--- src/rtl/ser_cmd_pkg.sv ---
package ser_cmd_pkg;
  localparam int WORD_W  = 16;
  localparam int ENTRIES = 4;
  localparam int RATIO_W = 3;
  localparam int ENTRY_W = RATIO_W + 1;
  localparam logic [WORD_W-1:0] TBL_DEFAULT = 16'hFDA0;

  // command word, most significant field first
  typedef struct packed {
    logic       pol_a;
    logic [3:0] cur_a;
    logic [1:0] dec_a;
    logic       pol_b;
    logic [3:0] cur_b;
    logic [1:0] dec_b;
    logic [1:0] torque;
  } cmd_t;

  typedef struct packed {
    logic               mixed;
    logic [RATIO_W-1:0] ratio;
  } tbl_entry_t;

  typedef tbl_entry_t [ENTRIES-1:0] tbl_t;
endpackage

--- src/rtl/sc_sync_edge.sv ---
module sc_sync_edge #(
  parameter int W      = 1,
  parameter int STAGES = 2
) (
  input  logic         clk,
  input  logic         rst_n,
  input  logic [W-1:0] d_in,
  output logic [W-1:0] lvl,
  output logic [W-1:0] rise,
  output logic [W-1:0] fall
);
  logic [STAGES-1:0][W-1:0] pipe_q, pipe_d;
  logic [W-1:0]             prev_q, prev_d;

  always_comb begin
    pipe_d[0] = d_in;
    for (int s = 1; s < STAGES; s++) pipe_d[s] = pipe_q[s-1];
    prev_d = pipe_q[STAGES-1];
  end

  always_ff @(posedge clk or negedge rst_n) begin
    if (!rst_n) begin
      pipe_q <= '0;
      prev_q <= '0;
    end else begin
      pipe_q <= pipe_d;
      prev_q <= prev_d;
    end
  end

  assign lvl  = pipe_q[STAGES-1];
  assign rise = lvl & ~prev_q;
  assign fall = ~lvl & prev_q;
endmodule

--- src/rtl/sc_shift.sv ---
module sc_shift #(
  parameter int W = 16
) (
  input  logic         clk,
  input  logic         rst_n,
  input  logic         clr,
  input  logic         smp,
  input  logic         adv,
  input  logic         bit_in,
  output logic [W-1:0] word
);
  logic         hold_q, hold_d;
  logic [W-1:0] sr_q, sr_d;

  always_comb begin
    hold_d = hold_q;
    sr_d   = sr_q;
    if (clr) begin
      hold_d = 1'b0;
      sr_d   = '0;
    end else begin
      if (smp) hold_d = bit_in;
      if (adv) sr_d = {hold_q, sr_q[W-1:1]};
    end
  end

  always_ff @(posedge clk or negedge rst_n) begin
    if (!rst_n) begin
      hold_q <= 1'b0;
      sr_q   <= '0;
    end else begin
      hold_q <= hold_d;
      sr_q   <= sr_d;
    end
  end

  assign word = sr_q;
endmodule

--- src/rtl/sc_word_latch.sv ---
module sc_word_latch #(
  parameter int           W    = 16,
  parameter logic [W-1:0] INIT = '0
) (
  input  logic         clk,
  input  logic         rst_n,
  input  logic         clear,
  input  logic         load,
  input  logic [W-1:0] word_in,
  output logic [W-1:0] word_out
);
  logic [W-1:0] q, d;

  always_comb begin
    d = q;
    if (clear)     d = '0;
    else if (load) d = word_in;
  end

  always_ff @(posedge clk or negedge rst_n) begin
    if (!rst_n) q <= INIT;
    else        q <= d;
  end

  assign word_out = q;
endmodule

--- src/rtl/ser_cmd_if.sv ---
module ser_cmd_if
  import ser_cmd_pkg::*;
#(
  parameter int SYNC_STAGES = 2
) (
  input  logic        sys_clk,
  input  logic        sys_rst_n,
  input  logic        ser_data,
  input  logic        ser_clk,
  input  logic        ser_strobe,
  input  logic        mode_table,
  input  logic        unit_rst_n,
  input  logic        prot_rst,
  output logic [1:0]  torque,
  output logic [1:0]  dec_a,
  output logic [3:0]  cur_a,
  output logic        pol_a,
  output logic [1:0]  dec_b,
  output logic [3:0]  cur_b,
  output logic        pol_b,
  output logic [ENTRIES-1:0]         tbl_mixed,
  output logic [ENTRIES*RATIO_W-1:0] tbl_ratio
);
  localparam int NSIG = 5;
  localparam int I_DAT = 0, I_CLK = 1, I_STB = 2, I_MOD = 3, I_URS = 4;

  // reset: asynchronous assertion, synchronous release
  logic [1:0] rst_pipe;
  logic       rst_n;
  always_ff @(posedge sys_clk or negedge sys_rst_n) begin
    if (!sys_rst_n) rst_pipe <= 2'b00;
    else            rst_pipe <= {rst_pipe[0], 1'b1};
  end
  assign rst_n = rst_pipe[1];

  logic [NSIG-1:0] in_raw, in_lvl, in_rise, in_fall;
  assign in_raw = {unit_rst_n, mode_table, ser_strobe, ser_clk, ser_data};

  sc_sync_edge #(.W(NSIG), .STAGES(SYNC_STAGES)) u_sync (
    .clk (sys_clk), .rst_n (rst_n), .d_in (in_raw),
    .lvl (in_lvl), .rise (in_rise), .fall (in_fall)
  );

  logic stb_rise, mode_s, urst_s, wr_ok, cmd_load, tbl_load;
  assign stb_rise = in_rise[I_STB];
  assign mode_s   = in_lvl[I_MOD];
  assign urst_s   = in_lvl[I_URS];
  assign wr_ok    = urst_s & ~prot_rst;
  assign cmd_load = stb_rise & ~mode_s & wr_ok;
  assign tbl_load = stb_rise &  mode_s & wr_ok;

  logic [WORD_W-1:0] shreg;
  sc_shift #(.W(WORD_W)) u_shift (
    .clk (sys_clk), .rst_n (rst_n), .clr (~urst_s),
    .smp (in_fall[I_CLK]), .adv (in_rise[I_CLK]),
    .bit_in (in_lvl[I_DAT]), .word (shreg)
  );

  logic [WORD_W-1:0] cmd_word, tbl_word;
  sc_word_latch #(.W(WORD_W), .INIT('0)) u_cmd (
    .clk (sys_clk), .rst_n (rst_n), .clear (prot_rst), .load (cmd_load),
    .word_in (shreg), .word_out (cmd_word)
  );
  sc_word_latch #(.W(WORD_W), .INIT(TBL_DEFAULT)) u_tbl (
    .clk (sys_clk), .rst_n (rst_n), .clear (1'b0), .load (tbl_load),
    .word_in (shreg), .word_out (tbl_word)
  );

  cmd_t cmd_q;
  tbl_t tbl_q;
  assign cmd_q = cmd_t'(cmd_word);
  assign tbl_q = tbl_t'(tbl_word);

  assign torque = cmd_q.torque;
  assign dec_a  = cmd_q.dec_a;
  assign cur_a  = cmd_q.cur_a;
  assign pol_a  = cmd_q.pol_a;
  assign dec_b  = cmd_q.dec_b;
  assign cur_b  = cmd_q.cur_b;
  assign pol_b  = cmd_q.pol_b;

  for (genvar k = 0; k < ENTRIES; k++) begin : g_tbl
    assign tbl_mixed[k]                   = tbl_q[k].mixed;
    assign tbl_ratio[k*RATIO_W +: RATIO_W] = tbl_q[k].ratio;
  end
endmodule

--- config.mk ---
export PLATFORM = sky130hd
export DESIGN_NAME = ser_cmd_if
export DESIGN_NICKNAME = d
export VERILOG_FILES = /design/src/rtl/ser_cmd_pkg.sv /design/src/rtl/sc_sync_edge.sv /design/src/rtl/sc_shift.sv /design/src/rtl/sc_word_latch.sv /design/src/rtl/ser_cmd_if.sv
export SDC_FILE = /design/constraint.sdc
export NUM_CORES = 1
export LEC_CHECK = 0
export ABC_AREA = 0
export BUFFER_PORTS_ARGS = -buffer_cell sky130_fd_sc_hd__buf_2
export CAP_MARGIN = 10
export CORE_MARGIN = 5
export CORE_UTILIZATION = 35
export CTS_BUF_LIST = sky130_fd_sc_hd__clkbuf_8
export CTS_CLUSTER_SIZE = 28
export DETAILED_ROUTE_END_ITERATION = 12
export GPL_TIMING_DRIVEN = 0
export SYNTH_ARGS = -nofsm -noshare
export SYNTH_HDL_FRONTEND = slang
export SYNTH_SLANG_ARGS = --single-unit
--- constraint.sdc ---
create_clock -name sys_clk -period 6.6 [get_ports sys_clk]
set_clock_uncertainty 0.2 [all_clocks]
set_input_delay 1.32 -clock sys_clk [delete_from_list [all_inputs] [get_ports sys_clk]]
set_output_delay 1.32 -clock sys_clk [all_outputs]
set_load 0.005 [all_outputs]
Yosys cells after proc, flatten, opt, wreduce, memory -nomap -nowiden
Index checks and enable logic that the tools add are counted.

Register bits after elaboration: 64. Bits in latches: 0. RAM bits: 0. Bits in read-only memories: 0. Input bits: 8. Output and inout bits: 32. Logic and storage cells: 28. Memories: 0.

$add $sub $neg: 0. Multiply operators: 0. Divide/modulo/power cells: 0. Magnitude comparators: 0. Equal/unequal tests: 2. Shifts and indexed selects: 0. Mux-type cells: 6. Bitwise gates (word level): 11. Reduce and logical (&&, ||, !) cells: 1.

Operator list (number): 2-to-1 mux 16 bit (4); bitwise AND 1 bit (5); inequality test 2 bit (second input constant) (2); bitwise AND 3 bit (1); NOT 3 bit (1); bitwise AND 2 bit (1); 2-to-1 mux 1 bit (2); NOT 1 bit (2); NOT 2 bit (1); nonzero test 2 bit (1).

Depth between registers and ports, before layout
Gate-level depths: netlist (run 1).

Depth in word-level cells: 6. Mapped depth: 5.

Modules after synthesis
Synthesis (run 1) repeated with hierarchy kept, for this count alone.

Cell total of the unflattened synthesis: 191. Area total of the unflattened synthesis: 2580.0 sq um.

Modules (own cells, without submodules): sc_shift (instances 1, cells each 55, area an instance 700.7 sq um, sequential area each 425.4 sq um); sc_word_latch (u_tbl) (instances 1, cells each 52, area an instance 671.9 sq um, sequential area each 411.6 sq um); sc_word_latch (u_cmd) (instances 1, cells each 52, area an instance 660.6 sq um, sequential area each 400.4 sq um); sc_sync_edge (instances 1, cells each 25, area an instance 462.9 sq um, sequential area each 375.4 sq um); ser_cmd_if (instances 1, cells each 7, area an instance 83.8 sq um, sequential area each 50.0 sq um).

Least setup slack after synthesis (run 1)
OpenSTA, ideal clock, no wires.

Path kind: input -> register. From: input prot_rst. To: register u_tbl.q[6] (netlist: u_tbl.word_out[6]). Library setup time: 0.125 ns. Arrival time: 2.288 ns. Slack: 3.987 ns. Cell stages on the path: 5. Path buffers: 2. Path through: nand4bb_1 > or2_1 > buf_6 > buf_12 > mux2_4.

Cells in the longest elaborated chain, start to end: 3.

Ends and longest elaborated chain: start, declared (RTL line ser_cmd_if.sv:13) `input logic prot_rst,`; NOT 1 bit (RTL line ser_cmd_if.sv:48) `assign wr_ok = urst_s & ~prot_rst;`; bitwise AND 1 bit (RTL line ser_cmd_if.sv:48); bitwise AND 1 bit (RTL line ser_cmd_if.sv:50) `assign tbl_load = stb_rise & mode_s & wr_ok;`; end signal, assigned (RTL line sc_word_latch.sv:21) `if (!rst_n) q <= INIT;`; end signal, assigned (RTL line sc_word_latch.sv:22) `else q <= d;`; end, declared (RTL line sc_word_latch.sv:12) `logic [W-1:0] q, d;`.

No other way between the ends. A chain may end at the register's enable or synchronous reset.

Worst setup path in the final report (run 1)
From: input prot_rst. To: register u_cmd.q[5] (netlist: u_cmd.word_out[5]).

Cells in the longest elaborated chain, start to end: 4. Elaborated cells between the ends (all ways): 5. Those cells by class: mux: 1; bitwise: 3; reduce/logical: 1.

Ends and longest elaborated chain: NOT 1 bit (RTL line ser_cmd_if.sv:48); bitwise AND 1 bit (RTL line ser_cmd_if.sv:48); bitwise AND 1 bit (RTL line ser_cmd_if.sv:49) `assign cmd_load = stb_rise & ~mode_s & wr_ok;`; nonzero test 2 bit (no source line); end signal, assigned (RTL line sc_word_latch.sv:21); end signal, assigned (RTL line sc_word_latch.sv:22); end, declared (RTL line sc_word_latch.sv:12).

Several ways; a longest one is shown, not always the timed one.

==> impl_metrics.json, run 1 <==
{
  "status": "finished clean",
  "num_vias": 1475,
  "postCtsSetupBuffers": 0,
  "drc": 0,
  "holdWs_ps": 57.8,
  "grt_pass1_wl_mm": 7.56,
  "synth_compound_area_share_pct": 4.89,
  "cts_tree": "done",
  "synth_nets": 186,
  "finalSetupTns_ps": 0,
  "die_h_um": 93.8,
  "fp.dieW_um": 93.8,
  "synth-xor-area-share_pct": 0,
  "numCtsBuffers": 9,
  "tightestPinTransition_ps": 548,
  "finalSetupViolCount": 0,
  "dieArea_um2": 8790,
  "nets": 237,
  "overflow": 0,
  "firstDrtPassIters": 4,
  "drt_iter0_drc": 78,
  "grt_antenna_before_repair": 0,
  "netlist_area_um2": 2460,
  "clock-root-buffer": "clkbuf_8",
  "core_um2": 6790,
  "dpl.hpwl_mm": 2.84,
  "clkSlewWorstSetupHoldPaths_ps": 60,
  "grt_max_degree": 38,
  "rsz0062_at_grt": "false",
  "avgSynthCellArea_um2": 13.8,
  "cp.arrival_ps": 2650,
  "critical_path_class": "primary input to flip-flop",
  "clock-sinks": 63,
  "clk_latency_ps": 330,
  "finalWirelength_mm": 4.38,
  "critical_path.max_fanout": 10,
  "fin_util_pct": 43.7,
  "maxCapViolCount": 0,
  "synthSimpleGateAreaFrac_pct": 11.1,
  "hold_viol": 0,
  "drv_slew": 0,
  "grt_pass1_vias": 1497,
  "via_per_inst": 4.47,
  "fin_crit_sh_pct": 40.1,
  "endpoint_kind": "flip-flop",
  "hold_buffers": 0,
  "static-leakage-power_nw": 1.48,
  "seq_area_frac_synth_pct": 64.6,
  "drive_above_1_share_pct": 43.2,
  "timing.fmax_mhz": 378,
  "syn_inst": 178,
  "power.density_nw_per_um2": 239,
  "place_congestion": 0.718,
  "muxShareOfSynthArea_pct": 16.6,
  "initial_core_util_pct": 36.2,
  "vdd_drop_max_uv": 164,
  "synth_seq_cells": 63,
  "period_minus_slack_ps": 2640,
  "track_usage_pct": 11.4,
  "wl_per_cell_um": 13.3,
  "power.total_w": 0.000708,
  "cts_resized": 0,
  "worstPathRequired_ps": 6610,
  "port_buffers": 39,
  "n_antenna_cell": 0,
  "max_slew_margin_pct": 63.4,
  "drtAntennaViolNets": 0,
  "io_pins": 40,
  "dpl_worst_slack_ps": 3570,
  "ctsHtreeMaxLevel": 3,
  "clockBufferDepth": 2,
  "startpoint_type": "primary input",
  "synth_fa_ha_area_share_pct": 0,
  "yosysUniqueCellTypes": 20,
  "synth_top_family_by_area": "multiplexers",
  "hold_class": "flip-flop to asynchronous set/reset pin",
  "core.rowCount": 30,
  "syn2layout_area_growth_pct": 20.8,
  "synth_warnings": 0,
  "setup_ws_ps": 3960
}
## Yosys cell counts (all sizes together)
cell     instances  area share, %
dfrtp           54             55
mux2            32             16
nand2           32            4.9
nor2b           17            4.3
a21boi          16            4.9
dfstp            9            9.6
clkbuf           6           0.92
buf              3            1.6
and2b            2           0.61
conb             1           0.15
inv              1           0.15
mux2i            1           0.41
nand2b           1           0.25
nand4bb          1           0.46
nor2             1           0.25
or2              1           0.25
## registers in the layout, summed over array words and instances, names as in the netlist
name and cells:
u_cmd.word_out 16, u_shift.word 16, u_tbl.word_out 16, u_sync.lvl 5, u_sync.pipe_d 5, rst_pipe 2
u_sync.prev_q 2, u_shift.hold_q 1
## worst paths after layout
check	from	endpoint	slack, ps	cells after the start
setup / recovery	prot_rst	u_cmd.word_out[5]	3960	5
hold / removal	rst_pipe[1]	u_sync.pipe_d[6]	60	0
setup reg to reg	u_sync.lvl[4]	u_cmd.word_out[5]	4680	4
hold reg to reg	rst_pipe[1]	u_sync.pipe_d[6]	60	0
max in group asynchronous	rst_pipe[1]	u_tbl.word_out[11]	5500	1
min in group sys_clk	u_sync.pipe_d[8]	u_sync.lvl[3]	150	0
## stage by stage
stage / area [µm²] / cells
5_1_grt: 2970 / 330
6_report: 2970 / 330
2_1_floorplan: 2460 / 178
4_1_cts: 2970 / 330
3_5_place_dp: 2790 / 314
3_3_place_gp: 2770 / 313
## report_power, final
part           internal (W)   total, W  switching [W]
clock network      0.000153   0.000291       0.000138
logic            0.00000779  0.0000208      0.0000130
registers          0.000392   0.000397     0.00000532
total              0.000552   0.000708       0.000156
## routing by layer
| metal | up-vias | track usage (%) | routed length (µm) |
|---|---|---|---|
| met5 | - | 0 | 0 |
| met3 | 9 | 5.21 | 279 |
| met1 | 734 | 14.9 | 2070 |
| li1 | 688 | - | - |
| met4 | 0 | 3.61 | 51 |
| met2 | 44 | 16.8 | 1980 |
## logic make-up (layout without fill, tap and decap cells)
family,Yosys count,after routing
compound gates,16,16
buf+inv,10,66
flops,63,63
mux,33,33
other cells,1,1
simple gates,55,55
## critical path, cell delays in order
cell,delay (ps)
buf_2,160
nand4bb_1,210
nor2_2,330
buf_4,280
mux2_2,350
## placed cells by master (no fill, tap or decap), types with 2 or more instances in the layout
cell      synthesis  final
dfrtp_1          54     53
buf_2             0     39
nand2_1          32     32
mux2_2           22     22
nor2b_1          17     17
a21boi_0         14     14
clkbuf_8          0     11
mux2_4           10     10
dfstp_2           9      9
clkbuf_1          6      6
clkinv_2          0      4
and2b_1           2      2
inv_1             1      2
buf_12            1      2
a21boi_1          2      2
## area by class of cell
type	instances	area (µm²)
clock inverters	5	23.8
plain buffers	9	61.3
clock buffers	11	151
fillers	663	3830
inverters	1	3.75
repair buffers	40	215
multi-input cells	105	803
flip-flops and latches	63	1590
well taps	96	120
Power figures use the tool's default switching activity.
==> inputs of run 2 (changes only) <==
--- a/config.mk
+++ b/config.mk
@@ -5,7 +5,7 @@
 export SDC_FILE = /design/constraint.sdc
 export NUM_CORES = 1
 export LEC_CHECK = 0
-export ABC_AREA = 0
+export ABC_AREA = 1
 export BUFFER_PORTS_ARGS = -buffer_cell sky130_fd_sc_hd__buf_2
 export CAP_MARGIN = 10
 export CORE_MARGIN = 5
==> constraint.sdc (replaced) <==
create_clock -name sys_clk -period 2.2 [get_ports sys_clk]
set_clock_uncertainty 0.2 [all_clocks]
set_input_delay 0.44 -clock sys_clk [delete_from_list [all_inputs] [get_ports sys_clk]]
set_output_delay 0.44 -clock sys_clk [all_outputs]
set_load 0.005 [all_outputs]
==> run 2 against run 1 <==
Worst setup slack worse by 3400 ps. Register-to-register slack worse by 4000 ps. Clock power grew to 4.0 times the previous value. Sequential power grew to 3.2 times the previous value. Via count grew 21%. Largest cell class unchanged. Highest routed layer unchanged.
==> impl_metrics.json, run 2 <==
{
  "clk_latency_ps": 330,
  "setup_ws_ps": 591,
  "grt_antenna_before_repair": 0,
  "ctsHtreeMaxLevel": 3,
  "synth_nets": 249,
  "rsz0062_at_grt": "false",
  "cts_resized": 0,
  "nets": 305,
  "track_usage_pct": 13.0,
  "worstPathRequired_ps": 1560,
  "slowest_delay_ps": 530,
  "clock-root-buffer": "clkbuf_8",
  "tightestPinTransition_ps": 670,
  "drtAntennaViolNets": 0,
  "num_vias": 1778,
  "crit_slowest_cell": "dfstp_2",
  "final_common_cell": "nand2_1",
  "finalSetupViolCount": 0,
  "timing.fmax_mhz": 622,
  "drv_slew": 0,
  "io_pins": 40,
  "drive_above_1_share_pct": 26.8,
  "postCtsSetupBuffers": 0,
  "synth_area_leader_cell": "dfrtp_1",
  "avgSynthCellArea_um2": 9.96,
  "core_um2": 6720,
  "hold_buffers": 5,
  "clock-sinks": 63,
  "grt_pass1_vias": 1777,
  "critical_path_class": "flip-flop to primary output",
  "clkSlewWorstSetupHoldPaths_ps": 70,
  "dpl_worst_slack_ps": 462,
  "path_cells": "buf_2",
  "static-leakage-power_nw": 1.60,
  "layout_common_cells": "68 x nand2_1, 53 x dfrtp_1, 45 x buf_2",
  "clockBufferDepth": 2,
  "yosysMostFrequentCell": "nand2_1",
  "firstDrtPassIters": 4,
  "status": "finished clean",
  "async_flop_share_pct": 100,
  "synth_top_cell_area_share_pct": 56.3,
  "dpl.hpwl_mm": 3.41,
  "seq_area_frac_synth_pct": 66.1,
  "fin_crit_sh_pct": 73.1,
  "startpoint_type": "flip-flop",
  "endpoint_kind": "primary output",
  "ys_top_cells_by_area": "dfrtp_1 56%, nand2_1 11%, dfstp_2 9.8%, nand3_1 7.3%, o21ai_1 3.8%",
  "fin_util_pct": 44.6,
  "fp.dieW_um": 92.8,
  "critical_path.max_fanout": 2,
  "drt_iter0_drc": 103,
  "max_slew_margin_pct": 55.3,
  "period_minus_slack_ps": 1610,
  "drc": 0,
  "syn_inst": 241,
  "power.density_nw_per_um2": 873,
  "overflow": 0,
  "n_antenna_cell": 0,
  "initial_core_util_pct": 35.7,
  "hold_viol": 0,
  "synth_seq_cells": 63,
  "grt_max_degree": 34,
  "hold_class": "primary input to flip-flop",
  "synthFlopType": "dfrtp_1",
  "place_congestion": 0.773,
  "dieArea_um2": 8620,
  "synth_edf_count": 0,
  "finalWirelength_mm": 5.01,
  "syn2layout_area_growth_pct": 24.9,
  "via_per_inst": 4.65,
  "vdd_drop_max_uv": 322,
  "synth_warnings": 0,
  "cp_num_buf_inv": 1,
  "die_h_um": 92.8,
  "cp.arrival_ps": 970,
  "finalSetupTns_ps": 0,
  "wl_per_cell_um": 13.1,
  "port_buffers": 39,
  "numCtsBuffers": 9,
  "netlist_area_um2": 2400,
  "grt_pass1_wl_mm": 8.66,
  "synth_common_cells": "68 x nand2_1, 54 x dfrtp_1, 35 x nand3_1",
  "yosysUniqueCellTypes": 21,
  "cts_tree": "done",
  "crit_family": "flip-flops",
  "maxCapViolCount": 0,
  "core.rowCount": 30
}
## run 2: changes by cell type after synthesis, moves of 3 or more
cell	before	now
nand2_1	32	68
clkbuf_1	6	3
nand3_1	0	35
a21oi_1	0	11
nor2b_1	17	0
mux2_2	22	0
a21boi_0	14	0
buf_2	0	6
o21ai_0	0	7
nor2_1	0	8
inv_1	1	10
o21ai_1	0	18
mux2_4	10	0
## run 2: cell families after synthesis
family | after synthesis | synth area share [%]
and+or+nand+nor | 117 | 21.8
DFF | 63 | 66.1
AOI/OAI and AO/OA | 36 | 7.50
buffers and inverters | 24 | 4.38
other | 1 | 0.156
## run 2: power by group
group / total (W) / switching (W) / internal, W
clock: 0.00115 / 0.000450 / 0.000698
combinational: 0.000181 / 0.000107 / 0.0000736
sequential: 0.00129 / 0.0000508 / 0.00124
## run 2: worst paths after layout
kind | cells after the start | start | slack, ps | end
min in group asynchronous | 0 | rst_pipe[1] | 100 | u_cmd.word_out[11]
worst max register to register | 5 | u_sync.prev_q[2] | 670 | u_tbl.word_out[9]
worst min-delay path | 1 | ser_data | 20 | u_sync.pipe_d[5]
max in group asynchronous | 1 | rst_pipe[1] | 1040 | u_tbl.word_out[15]
worst max-delay path | 1 | u_tbl.word_out[10] | 590 | tbl_ratio[8]
worst min register to register | 0 | rst_pipe[1] | 100 | u_cmd.word_out[11]
## run 2: area by class of cell
class                   instances  area [µm²]
fillers                       644        3720
flip-flops and latches         63        1590
multi-input cells             154         708
repair buffers                 45         265
clock buffers                  11         151
well taps                      80         100
clock inverters                 5        80.1
plain buffers                  12        60.1
inverters                      12        45.0
## run 2: per-layer routing
layer / GRT usage [%] / wire (µm)
met1: 17.2 / 2420
met2: 19.4 / 2310
met3: 3.01 / 199
met4: 7.45 / 74
met5: 0 / 0
## run 2: metrics by stage
stage	power (W)	cells	hold slack, ps	instance area, µm²
floorplan	0.00140	241	-55.6	2400
global placement	0.00148	360	25.1	2700
detailed placement	0.00149	361	28.0	2720
CTS	0.00266	382	0.275	3000
global route	0.00274	382	1.20	3000
finish	0.00262	382	18.6	3000
==> inputs of run 3 (changes only) <==
==> constraint.sdc (replaced) <==
create_clock -name sys_clk -period 1.3 [get_ports sys_clk]
set_clock_uncertainty 0.2 [all_clocks]
set_input_delay 0.26 -clock sys_clk [delete_from_list [all_inputs] [get_ports sys_clk]]
set_output_delay 0.26 -clock sys_clk [all_outputs]
set_load 0.005 [all_outputs]
==> run 3 against run 2 <==
The flow now finishes with violations (setup timing). Final cell count grew 8.6%. Critical path depth unchanged. Final area up 17%. Largest power group unchanged. Clock power rose by 47%. Die area is the same. First-iteration DRC count rose by 33%. Worst setup slack worse by 720 ps. Non-clock buffer count rose by 33.
==> impl_metrics.json, run 3 (synthesized netlist as in run 2, its figures left out) <==
{
  "firstDrtPassIters": 5,
  "syn2layout_area_growth_pct": 45.8,
  "dpl.hpwl_mm": 3.51,
  "via_per_inst": 4.74,
  "worstReg2RegStart": "u_sync.prev_q[2]",
  "worstPathRequired_ps": 840,
  "nets": 338,
  "clk_latency_ps": 330,
  "grt_max_degree": 33,
  "drt_iter0_drc": 137,
  "wl_per_cell_um": 13.9,
  "path_depth": 1,
  "core_um2": 6720,
  "cts_tree": "done",
  "period_minus_slack_ps": 1430,
  "numCtsBuffers": 9,
  "rsz0062_at_grt": "true",
  "timing.fmax_mhz": 699,
  "timing.rr.end": "u_cmd.word_out[9]",
  "place_congestion": 0.771,
  "hold_viol": 0,
  "cp.arrival_ps": 970,
  "clkSlewWorstSetupHoldPaths_ps": 70,
  "endpoint": "tbl_ratio[8]",
  "drc": 0,
  "track_usage_pct": 14.4,
  "overflow": 0,
  "status": "finished with violations",
  "final_cells": 415,
  "crit_start": "u_tbl.word_out[10]",
  "r2r_cells": 5,
  "grt_pass1_wl_mm": 9.54,
  "critical_path.max_fanout": 2,
  "ctsHtreeMaxLevel": 3,
  "clock-root-buffer": "clkbuf_8",
  "drv_slew": 0,
  "dieArea_um2": 8620,
  "core.rowCount": 30,
  "startpoint_type": "flip-flop",
  "initial_core_util_pct": 35.7,
  "rrSetupSlack_ps": -90,
  "crit_family": "flip-flops",
  "maxCapViolCount": 0,
  "clock-sinks": 63,
  "cp_num_buf_inv": 1,
  "crit_slowest_cell": "dfstp_2",
  "endpoint_kind": "primary output",
  "slowest_delay_ps": 530,
  "n_antenna_cell": 0,
  "hold_class": "primary input to asynchronous set/reset pin",
  "clkPwrFrac_pct": 39.2,
  "seq_power_share_pct": 50.8,
  "final_common_cell": "dfrtp_1",
  "fin_area_um2": 3500,
  "finalSetupViolCount": 53,
  "static-leakage-power_nw": 1.86,
  "critical_path_class": "flip-flop to primary output",
  "die_h_um": 92.8,
  "vdd_drop_max_uv": 449,
  "port_buffers": 39,
  "fp.dieW_um": 92.8,
  "setup_ws_ps": -132,
  "p_sw_share_pct": 25.1,
  "grt_pass1_vias": 1981,
  "power_switching_w": 0.00108,
  "drive_above_1_share_pct": 47.8,
  "violations": "setup timing",
  "fin_crit_sh_pct": 110,
  "clockBufferDepth": 2,
  "num_vias": 1968,
  "power.total_w": 0.00432,
  "drtAntennaViolNets": 0,
  "grt_antenna_before_repair": 0,
  "place_area_um2": 2730,
  "place_inst": 361,
  "combinationalPowerShare_pct": 10.1,
  "io_pins": 40,
  "power.density_nw_per_um2": 1230,
  "fin_util_pct": 52.1,
  "finalWirelength_mm": 5.75,
  "path_cells": "buf_2",
  "p_int_w": 0.00324,
  "layout_common_cells": "53 x dfrtp_1, 44 x nand2_1, 38 x buf_2",
  "holdWs_ps": 29.6
}
## run 3: changes by cell type in the layout (fill, tap and decap cells not counted), sizes merged
cell / previous run / this run
buf: 49 / 80
clkinv: 1 / 3
bufinv: 2 / 1
dlygate4sd3: 5 / 6
## run 3: area by class of cell
| class | instances | area [µm²] |
|---|---|---|
| timing repair buffer | 78 | 571 |
| multi-input combinational | 154 | 890 |
| fill | 609 | 3220 |
| sequential | 63 | 1590 |
| tap | 80 | 100 |
| clock buffer | 10 | 138 |
| buffer | 12 | 104 |
| clock inverter | 6 | 60.1 |
| inverter | 12 | 47.5 |
## run 3: worst min path at each step
stage,to,from,slack [ps],cells past startpoint
floorplan,rst_pipe[0],sys_rst_n,-240,0
global placement,rst_pipe[0],sys_rst_n,-150,1
detailed placement,rst_pipe[0],sys_rst_n,-150,1
CTS,rst_pipe[1],sys_rst_n,10,2
global route,rst_pipe[1],sys_rst_n,40,2
finish,rst_pipe[1],sys_rst_n,30,2
## run 3: layer usage
| layer | vias up | GRT usage [%] | wire length (µm) |
|---|---|---|---|
| met5 | - | 0 | 0 |
| met4 | 0 | 6.59 | 71 |
| met3 | 8 | 4.14 | 328 |
| met2 | 49 | 23.4 | 2890 |
| met1 | 947 | 17.6 | 2460 |
| li1 | 964 | - | - |
## run 3: what timing repair did
item                                    CTS  global route
pin swaps                                18            19
cloned                                    2             0
hold buffers                              6             0
resized for setup                        46            35
endpoints found under the setup margin   74            84
setup buffers                            21             9
hold endpoints to repair                  7             0
## run 3: power groups by stage
stage / Sequential (W) / Clock (W) / Combinational [W]
3_3_place_gp: 0.00224 / 0 / 0.000274
4_1_cts: 0.00219 / 0.00173 / 0.000385
3_5_place_dp: 0.00222 / 0 / 0.000305
5_1_grt: 0.00221 / 0.00184 / 0.000481
6_report: 0.00219 / 0.00169 / 0.000434
2_1_floorplan: 0.00222 / 0 / 0.000157
## run 3: per-stage QoR
stage	setup WS, ps	TNS, ps
floorplan	-21.6	-86.2
global placement	-359	-24850
detailed placement	-236	-5950
CTS	-154	-4600
global route	-183	-6870
finish	-132	-3390
